<file path="src/rtl/rml_pkg.sv">
package rml_pkg;
   // Read port selection codes
   typedef enum logic {
      RML_SEL_LOG = 1'b0,
      RML_SEL_PC  = 1'b1
   } rml_sel_e;

   function automatic int rml_max(input int a, input int b);
      return (a > b) ? a : b;
   endfunction
endpackage

</file>
<file path="src/rtl/rml_entry_log.sv">
module rml_entry_log #(
   parameter int REG_W = 3,
   parameter int AMT_W = 5,
   parameter int SLOTS = 2
) (
   input  logic                             clk,
   input  logic                             rst_n,
   input  logic                             freeze,
   input  logic                             clear,
   input  logic                             mod_valid,
   input  logic [REG_W-1:0]                 mod_reg,
   input  logic [AMT_W-1:0]                 mod_amount,
   output logic [(REG_W+AMT_W)*SLOTS-1:0]   log_q
);
   localparam int ENT_W = REG_W + AMT_W;
   localparam int CNT_W = $clog2(SLOTS + 1);

   generate
      if (SLOTS < 1) begin : g_bad_slots
         $error("rml_entry_log: SLOTS must be at least 1");
      end
      if (AMT_W < 2) begin : g_bad_amt
         $error("rml_entry_log: AMT_W must be at least 2");
      end
   endgenerate

   logic [CNT_W-1:0] fill_q;
   logic             has_room;
   logic             accept;

   assign has_room = (fill_q < CNT_W'(SLOTS));
   assign accept   = mod_valid && !clear && !freeze && has_room;

   always_ff @(posedge clk or negedge rst_n) begin
      if (!rst_n) begin
         fill_q <= '0;
      end else if (!freeze) begin
         if (clear)       fill_q <= '0;
         else if (accept) fill_q <= fill_q + 1'b1;
      end
   end

   generate
      for (genvar s = 0; s < SLOTS; s++) begin : g_slot
         logic [ENT_W-1:0] ent_q;
         always_ff @(posedge clk or negedge rst_n) begin
            if (!rst_n) begin
               ent_q <= '0;
            end else if (!freeze) begin
               if (clear)
                  ent_q <= '0;
               else if (accept && fill_q == CNT_W'(s))
                  ent_q <= {mod_amount, mod_reg};
            end
         end
         assign log_q[s*ENT_W +: ENT_W] = ent_q;
      end
   endgenerate


   fill_bound_chk: assert property (@(posedge clk) disable iff (!rst_n)
      fill_q <= CNT_W'(SLOTS));


   clear_empties_chk: assert property (@(posedge clk) disable iff (!rst_n)
      (clear && !freeze) |=> (log_q == '0));


   freeze_log_chk: assert property (@(posedge clk) disable iff (!rst_n)
      freeze |=> $stable(log_q));


   full_ignore_chk: assert property (@(posedge clk) disable iff (!rst_n)
      (!has_room && mod_valid && !clear && !freeze) |=> $stable(log_q));
endmodule

</file>
<file path="src/rtl/rml_pc_capture.sv">
module rml_pc_capture #(
   parameter int PC_W = 16
) (
   input  logic            clk,
   input  logic            rst_n,
   input  logic            freeze,
   input  logic            capture,
   input  logic            mod_valid,
   input  logic [PC_W-1:0] pc_in,
   output logic [PC_W-1:0] pc_q
);
   generate
      if (PC_W < 1) begin : g_bad_pc
         $error("rml_pc_capture: PC_W must be positive");
      end
   endgenerate

   always_ff @(posedge clk or negedge rst_n) begin
      if (!rst_n)                  pc_q <= '0;
      else if (capture && !freeze) pc_q <= pc_in;
   end


   pc_load_chk: assert property (@(posedge clk) disable iff (!rst_n)
      (capture && !freeze) |=> (pc_q == $past(pc_in)));


   freeze_pc_chk: assert property (@(posedge clk) disable iff (!rst_n)
      freeze |=> $stable(pc_q));


   mod_keeps_pc_chk: assert property (@(posedge clk) disable iff (!rst_n)
      (mod_valid && !capture) |=> $stable(pc_q));
endmodule

</file>
<file path="src/rtl/rml_read_mux.sv">
module rml_read_mux
   import rml_pkg::*;
#(
   parameter int LOG_W  = 16,
   parameter int PC_W   = 16,
   parameter int DATA_W = 16
) (
   input  logic              sel,
   input  logic [LOG_W-1:0]  log_val,
   input  logic [PC_W-1:0]   pc_val,
   output logic [DATA_W-1:0] rd_data
);
   generate
      if (DATA_W < LOG_W || DATA_W < PC_W) begin : g_bad_data
         $error("rml_read_mux: DATA_W narrower than a source");
      end
   endgenerate

   always_comb begin
      if (rml_sel_e'(sel) == RML_SEL_PC) rd_data = DATA_W'(pc_val);
      else                               rd_data = DATA_W'(log_val);
   end
endmodule

</file>
<file path="src/rtl/reg_mod_log.sv">
module reg_mod_log
   import rml_pkg::*;
#(
   parameter int REG_W = 3,
   parameter int AMT_W = 5,
   parameter int SLOTS = 2,
   parameter int PC_W  = 16,
   localparam int LOG_W  = (REG_W + AMT_W) * SLOTS,
   localparam int DATA_W = rml_max(LOG_W, PC_W)
) (
   input  logic              clk,
   input  logic              rst_n,
   input  logic              fetch_start,
   input  logic [PC_W-1:0]   fetch_pc,
   input  logic              mod_valid,
   input  logic [REG_W-1:0]  mod_reg,
   input  logic [AMT_W-1:0]  mod_amount,
   input  logic              freeze,
   input  logic              rd_sel,
   output logic [DATA_W-1:0] rd_data
);
   logic [LOG_W-1:0] log_w;
   logic [PC_W-1:0]  pc_w;

   rml_entry_log #(.REG_W(REG_W), .AMT_W(AMT_W), .SLOTS(SLOTS)) u_log (
      .clk        (clk),
      .rst_n      (rst_n),
      .freeze     (freeze),
      .clear      (fetch_start),
      .mod_valid  (mod_valid),
      .mod_reg    (mod_reg),
      .mod_amount (mod_amount),
      .log_q      (log_w)
   );

   rml_pc_capture #(.PC_W(PC_W)) u_pc (
      .clk       (clk),
      .rst_n     (rst_n),
      .freeze    (freeze),
      .capture   (fetch_start),
      .mod_valid (mod_valid),
      .pc_in     (fetch_pc),
      .pc_q      (pc_w)
   );

   rml_read_mux #(.LOG_W(LOG_W), .PC_W(PC_W), .DATA_W(DATA_W)) u_rd (
      .sel     (rd_sel),
      .log_val (log_w),
      .pc_val  (pc_w),
      .rd_data (rd_data)
   );
endmodule

</file>
<file path="config.mk">
export PLATFORM = sky130hd
export DESIGN_NAME = reg_mod_log
export DESIGN_NICKNAME = d
export VERILOG_FILES = /design/src/rtl/rml_pkg.sv /design/src/rtl/rml_entry_log.sv /design/src/rtl/rml_pc_capture.sv /design/src/rtl/rml_read_mux.sv /design/src/rtl/reg_mod_log.sv
export SDC_FILE = /design/constraint.sdc
export NUM_CORES = 1
export LEC_CHECK = 0
export ABC_AREA = 1
export CAP_MARGIN = 20
export CELL_PAD_IN_SITES_DETAIL_PLACEMENT = 1
export CELL_PAD_IN_SITES_GLOBAL_PLACEMENT = 1
export CORE_ASPECT_RATIO = 0.5
export CORE_MARGIN = 5
export CORE_UTILIZATION = 35
export CTS_CLUSTER_SIZE = 24
export DETAILED_ROUTE_END_ITERATION = 7
export MAX_ROUTING_LAYER = met4
export PLACE_DENSITY = 0.87
export SETUP_SLACK_MARGIN = 0.4
export SYNTH_ARGS = -nofsm -noshare
export SYNTH_HDL_FRONTEND = slang
export SYNTH_HIERARCHICAL = 1
export SYNTH_SLANG_ARGS = --single-unit
export TNS_END_PERCENT = 100
</file>
<file path="constraint.sdc">
create_clock -name clk -period 1.7 [get_ports clk]
set_input_delay 0.51 -clock clk [delete_from_list [all_inputs] [get_ports clk]]
set_output_delay 0.51 -clock clk [all_outputs]
set_load 0.005 [all_outputs]
</file>
==> results.toml <==
[placement]
pre_cts_slack_ps = -693
place_congestion = 0.846
dp_hpwl_um = 4100
dpl_cell_area_mm2 = 0.00242
port_buffers = 45

[setup_path]
regToRegStartpoint = "u_log/fill_q[0]"
number_of_buffer_and_inverter_stages_on_the_critical_path = 4
r2r_slack_ps = 390
worst_endpoint_data_arrival_time_ps = 1100
timing_worst_setup_path_type = "in2out"
crit_path_max_fanout = 3
timing.reg2reg.worst_path_depth = 7
regToRegEndpoint = "u_log/g_slot[0].ent_q[6]"
crit_path_start_kind = "primary input"
worst_path_max_delay_cell = "sky130_fd_sc_hd__buf_12"
worst_setup_path_end_kind = "primary output"
critPathMaxStageDelay_ps = 140
critPathRequiredTime_ps = 1190
critical_path.cell_chain = "buf_8 > buf_12 > buf_8 > nand2_4 > nand2_4 > buf_6"
cpLargestDelayFamily = "buffers and inverters"

[floorplanning]
core_area_mm2 = 0.00504
dieWidth_um = 113
io-pin-count = 46
rows = 18
initial_core_util_pct = 37.0
die_area_mm2 = 0.00698
vert_die_dim_um = 61.6

[grt]
global_route.usage.total_pct = 20.4
global_route.peak_usage_layer = "met2"
global_route.overflow_total = 0
grt_start_max_net_pins = 35
grt.met2_usage_pct = 34.7
antenna_violations_before_repair = 0
grt_first_pass_wirelength_um = 10200
grt_pass1_vias = 1964
grtUsageMet3_pct = 5.50
globalRouteMet1Util_pct = 24.2

[routing]
dr.pass1.iters = 4
drt.antenna.violating_nets = 0
post_drt_wl_per_cell_um = 18.8
count_of_unresolved_drc_violations_after_routing = 0
initialDrtViolationCount = 130
detailroute.via_count = 1838
postRouteWirelength_um = 6850
post_drt_via_cell_ratio = 5.05

[clock_tree]
numClockSinks = 34
worst_setup_hold_path_clk_slew_ps = 70
h-tree-depth = 2
clk_root_buffer_cell = "sky130_fd_sc_hd__clkbuf_8"
cts_hold_repair.buffers = 0
clock_tree_from_tritoncts = "yes"
maximum_clock_path_buffer_count = 2
numCtsBuffers = 5
worstSkewPairLatency_ps = 290

[synthesis]
syn_area_mm2 = 0.00187
synth_area_leader_cell = "sky130_fd_sc_hd__dfrtp_1"
synth_edf_count = 0
ys_top_cells_by_area = "sky130_fd_sc_hd__dfrtp_1 (46%), sky130_fd_sc_hd__nand2_1 (22%), sky130_fd_sc_hd__nand4_1 (5.4%)"
synthesis.yosys.warnings = 6
synth_cell_types = 20
post-synth-top-count-cell = "sky130_fd_sc_hd__nand2_1"
synth_top_area_share_pct = 45.6
synth_cell_count_leaders = "sky130_fd_sc_hd__nand2_1 (107), sky130_fd_sc_hd__dfrtp_1 (34), sky130_fd_sc_hd__nand3_1 (16), sky130_fd_sc_hd__nand4_1 (16), sky130_fd_sc_hd__inv_1 (12)"
synth_seq_cells = 34
mean_instance_size_in_the_synthesized_netlist_um2 = 8.18
synth_seq_area_share_pct = 45.6
synth.net_count = 260
dominantRegCellSynth = "sky130_fd_sc_hd__dfrtp_1"
async_flop_share_pct = 100
gate_count_after_technology_mapping = 228

[sta]
timing.max_slew.rel_slack_pct = 83.8
setup_viol = 0
final_period_minus_worst_setup_slack_ps = 1610
worst_clock_skew_ps = 3.61
finalHoldViolCount = 0
fin_ws_ps = 85.7
worstMarginPinSlew_ps = 242
final-max-slew-violation-count = 0
rsz0062_at_grt = "true"
fmaxAchievable_ghz = 0.619
finalCritPeriodShare_pct = 95.0

[cells_and_area]
num_antenna_cells = 0
nets = 325
area_delta_synth_final_pct = 45.8
final.fill_count = 605
postLayoutCoreUtil_pct = 53.9
layout-drive-gt1-share_pct = 32.0
final_standard_cell_area_without_fillers_mm2 = 0.00272

[min_path]
min-delay-path-class = "reg2reg"
whs_endpoint = "u_pc/pc_q[6]"
worstHoldPathCells = 2
hp-start = "u_pc/pc_q[6]"

[power_and_ir_drop]
peakVddDrop_mv = 0.369
power.density_cell_area_mw_per_mm2 = 930
p_leak_nw = 1.45

[job]
cap_violations = 0

[run_status]
outcome = "finished clean"
-- kinds of logic (layout without fill, tap and decap cells) --
logic type | Yosys count | in the layout | share of synthesized area (%)
simple gates | 164 | 165 | 41.7
flops | 34 | 34 | 45.6
buf+inv | 26 | 91 | 10.8
fa+ha+maj | 2 | 2 | 1.34
compound gates | 2 | 2 | 0.537
-- flip-flops by register name (all words and copies together), names as in the netlist --
| signal | flops |
|---|---|
| u_log/g_slot.ent_q | 16 |
| u_log/fill_q | 2 |
| u_pc/pc_q | 16 |
-- metal layers --
layer	wire length, um	up-vias	part of all wire (%)
met2	3420	49	50
met3	302	8	4.4
met4	128	0	1.9
met5	0	-	0
met1	2990	921	44
li1	-	860	-
-- worst max path at each step --
stage / slack [ps] / cells past startpoint / startpoint / end
after CTS: 90 / 6 / rd_sel / rd_data[1]
final: 90 / 6 / rd_sel / rd_data[0]
after detailed placement: -690 / 6 / rd_sel / rd_data[9]
after global placement: -670 / 6 / rd_sel / rd_data[0]
after floorplan: 290 / 5 / rd_sel / rd_data[5]
after global routing: 70 / 6 / rd_sel / rd_data[0]
-- report_power, final --
part           internal, W  switching [W]  leakage [nW]
combinational     0.000369       0.000448         0.967
clock             0.000326       0.000316        0.0472
sequential        0.000946       0.000125         0.433
total              0.00164       0.000888          1.45
-- stage by stage --
step	total power, W	hold WS [ps]	cells	TNS (ps)
global route	0.00267	521	364	0
floorplan	0.00141	214	228	0
global placement	0.00170	455	343	-10290
detailed placement	0.00174	468	343	-11190
finish	0.00253	480	364	0
CTS	0.00239	490	360	0
-- placed cells by master, fill, tap and decap left out, drive strengths merged --
| cell | count |
|---|---|
| clkinv | 3 |
| inv | 15 |
| dfrtp | 34 |
| clkdlybuf4s50 | 25 |
| buf | 38 |
| nand4 | 16 |
| nand2 | 123 |
| ha | 2 |
| dlygate4sd2 | 3 |
| clkbuf | 6 |
| nand3 | 18 |
| o21ai | 2 |
| clkinvlp | 1 |
| nor2 | 8 |
-- final cells by class --
| type | instances | area (um2) | area share [%] |
|---|---|---|---|
| clock buffers | 6 | 82.6 | 3.04 |
| clock inverters | 2 | 12.5 | 0.460 |
| inverters | 16 | 85.1 | 3.13 |
| multi-input cells | 169 | 941 | 34.6 |
| flip-flops and latches | 34 | 851 | 31.3 |
| well taps | 70 | 87.6 | 3.22 |
| repair buffers | 66 | 644 | 23.7 |
| repair inverters | 1 | 16.3 | 0.598 |
-- worst register-to-register path, stage by stage (launching register included) --
cell and delay (ps):
sky130_fd_sc_hd__dfrtp_1 400, sky130_fd_sc_hd__inv_2 60, sky130_fd_sc_hd__ha_1 210, sky130_fd_sc_hd__inv_1 100, sky130_fd_sc_hd__nand2_4 110, sky130_fd_sc_hd__buf_4 160
sky130_fd_sc_hd__nand4_1 100, sky130_fd_sc_hd__nand2_1 60
-- what timing repair did --
| item | 4_1_cts | 5_1_grt |
|---|---|---|
| setup endpoints to repair | 50 | 32 |
| gates cloned | 3 | 0 |
| resized for setup | 99 | 27 |
| endpoints found under the hold margin | 0 | 0 |
| pin swaps | 9 | 4 |
| setup buffers | 6 | 4 |
(Power assumes the default switching activity.)
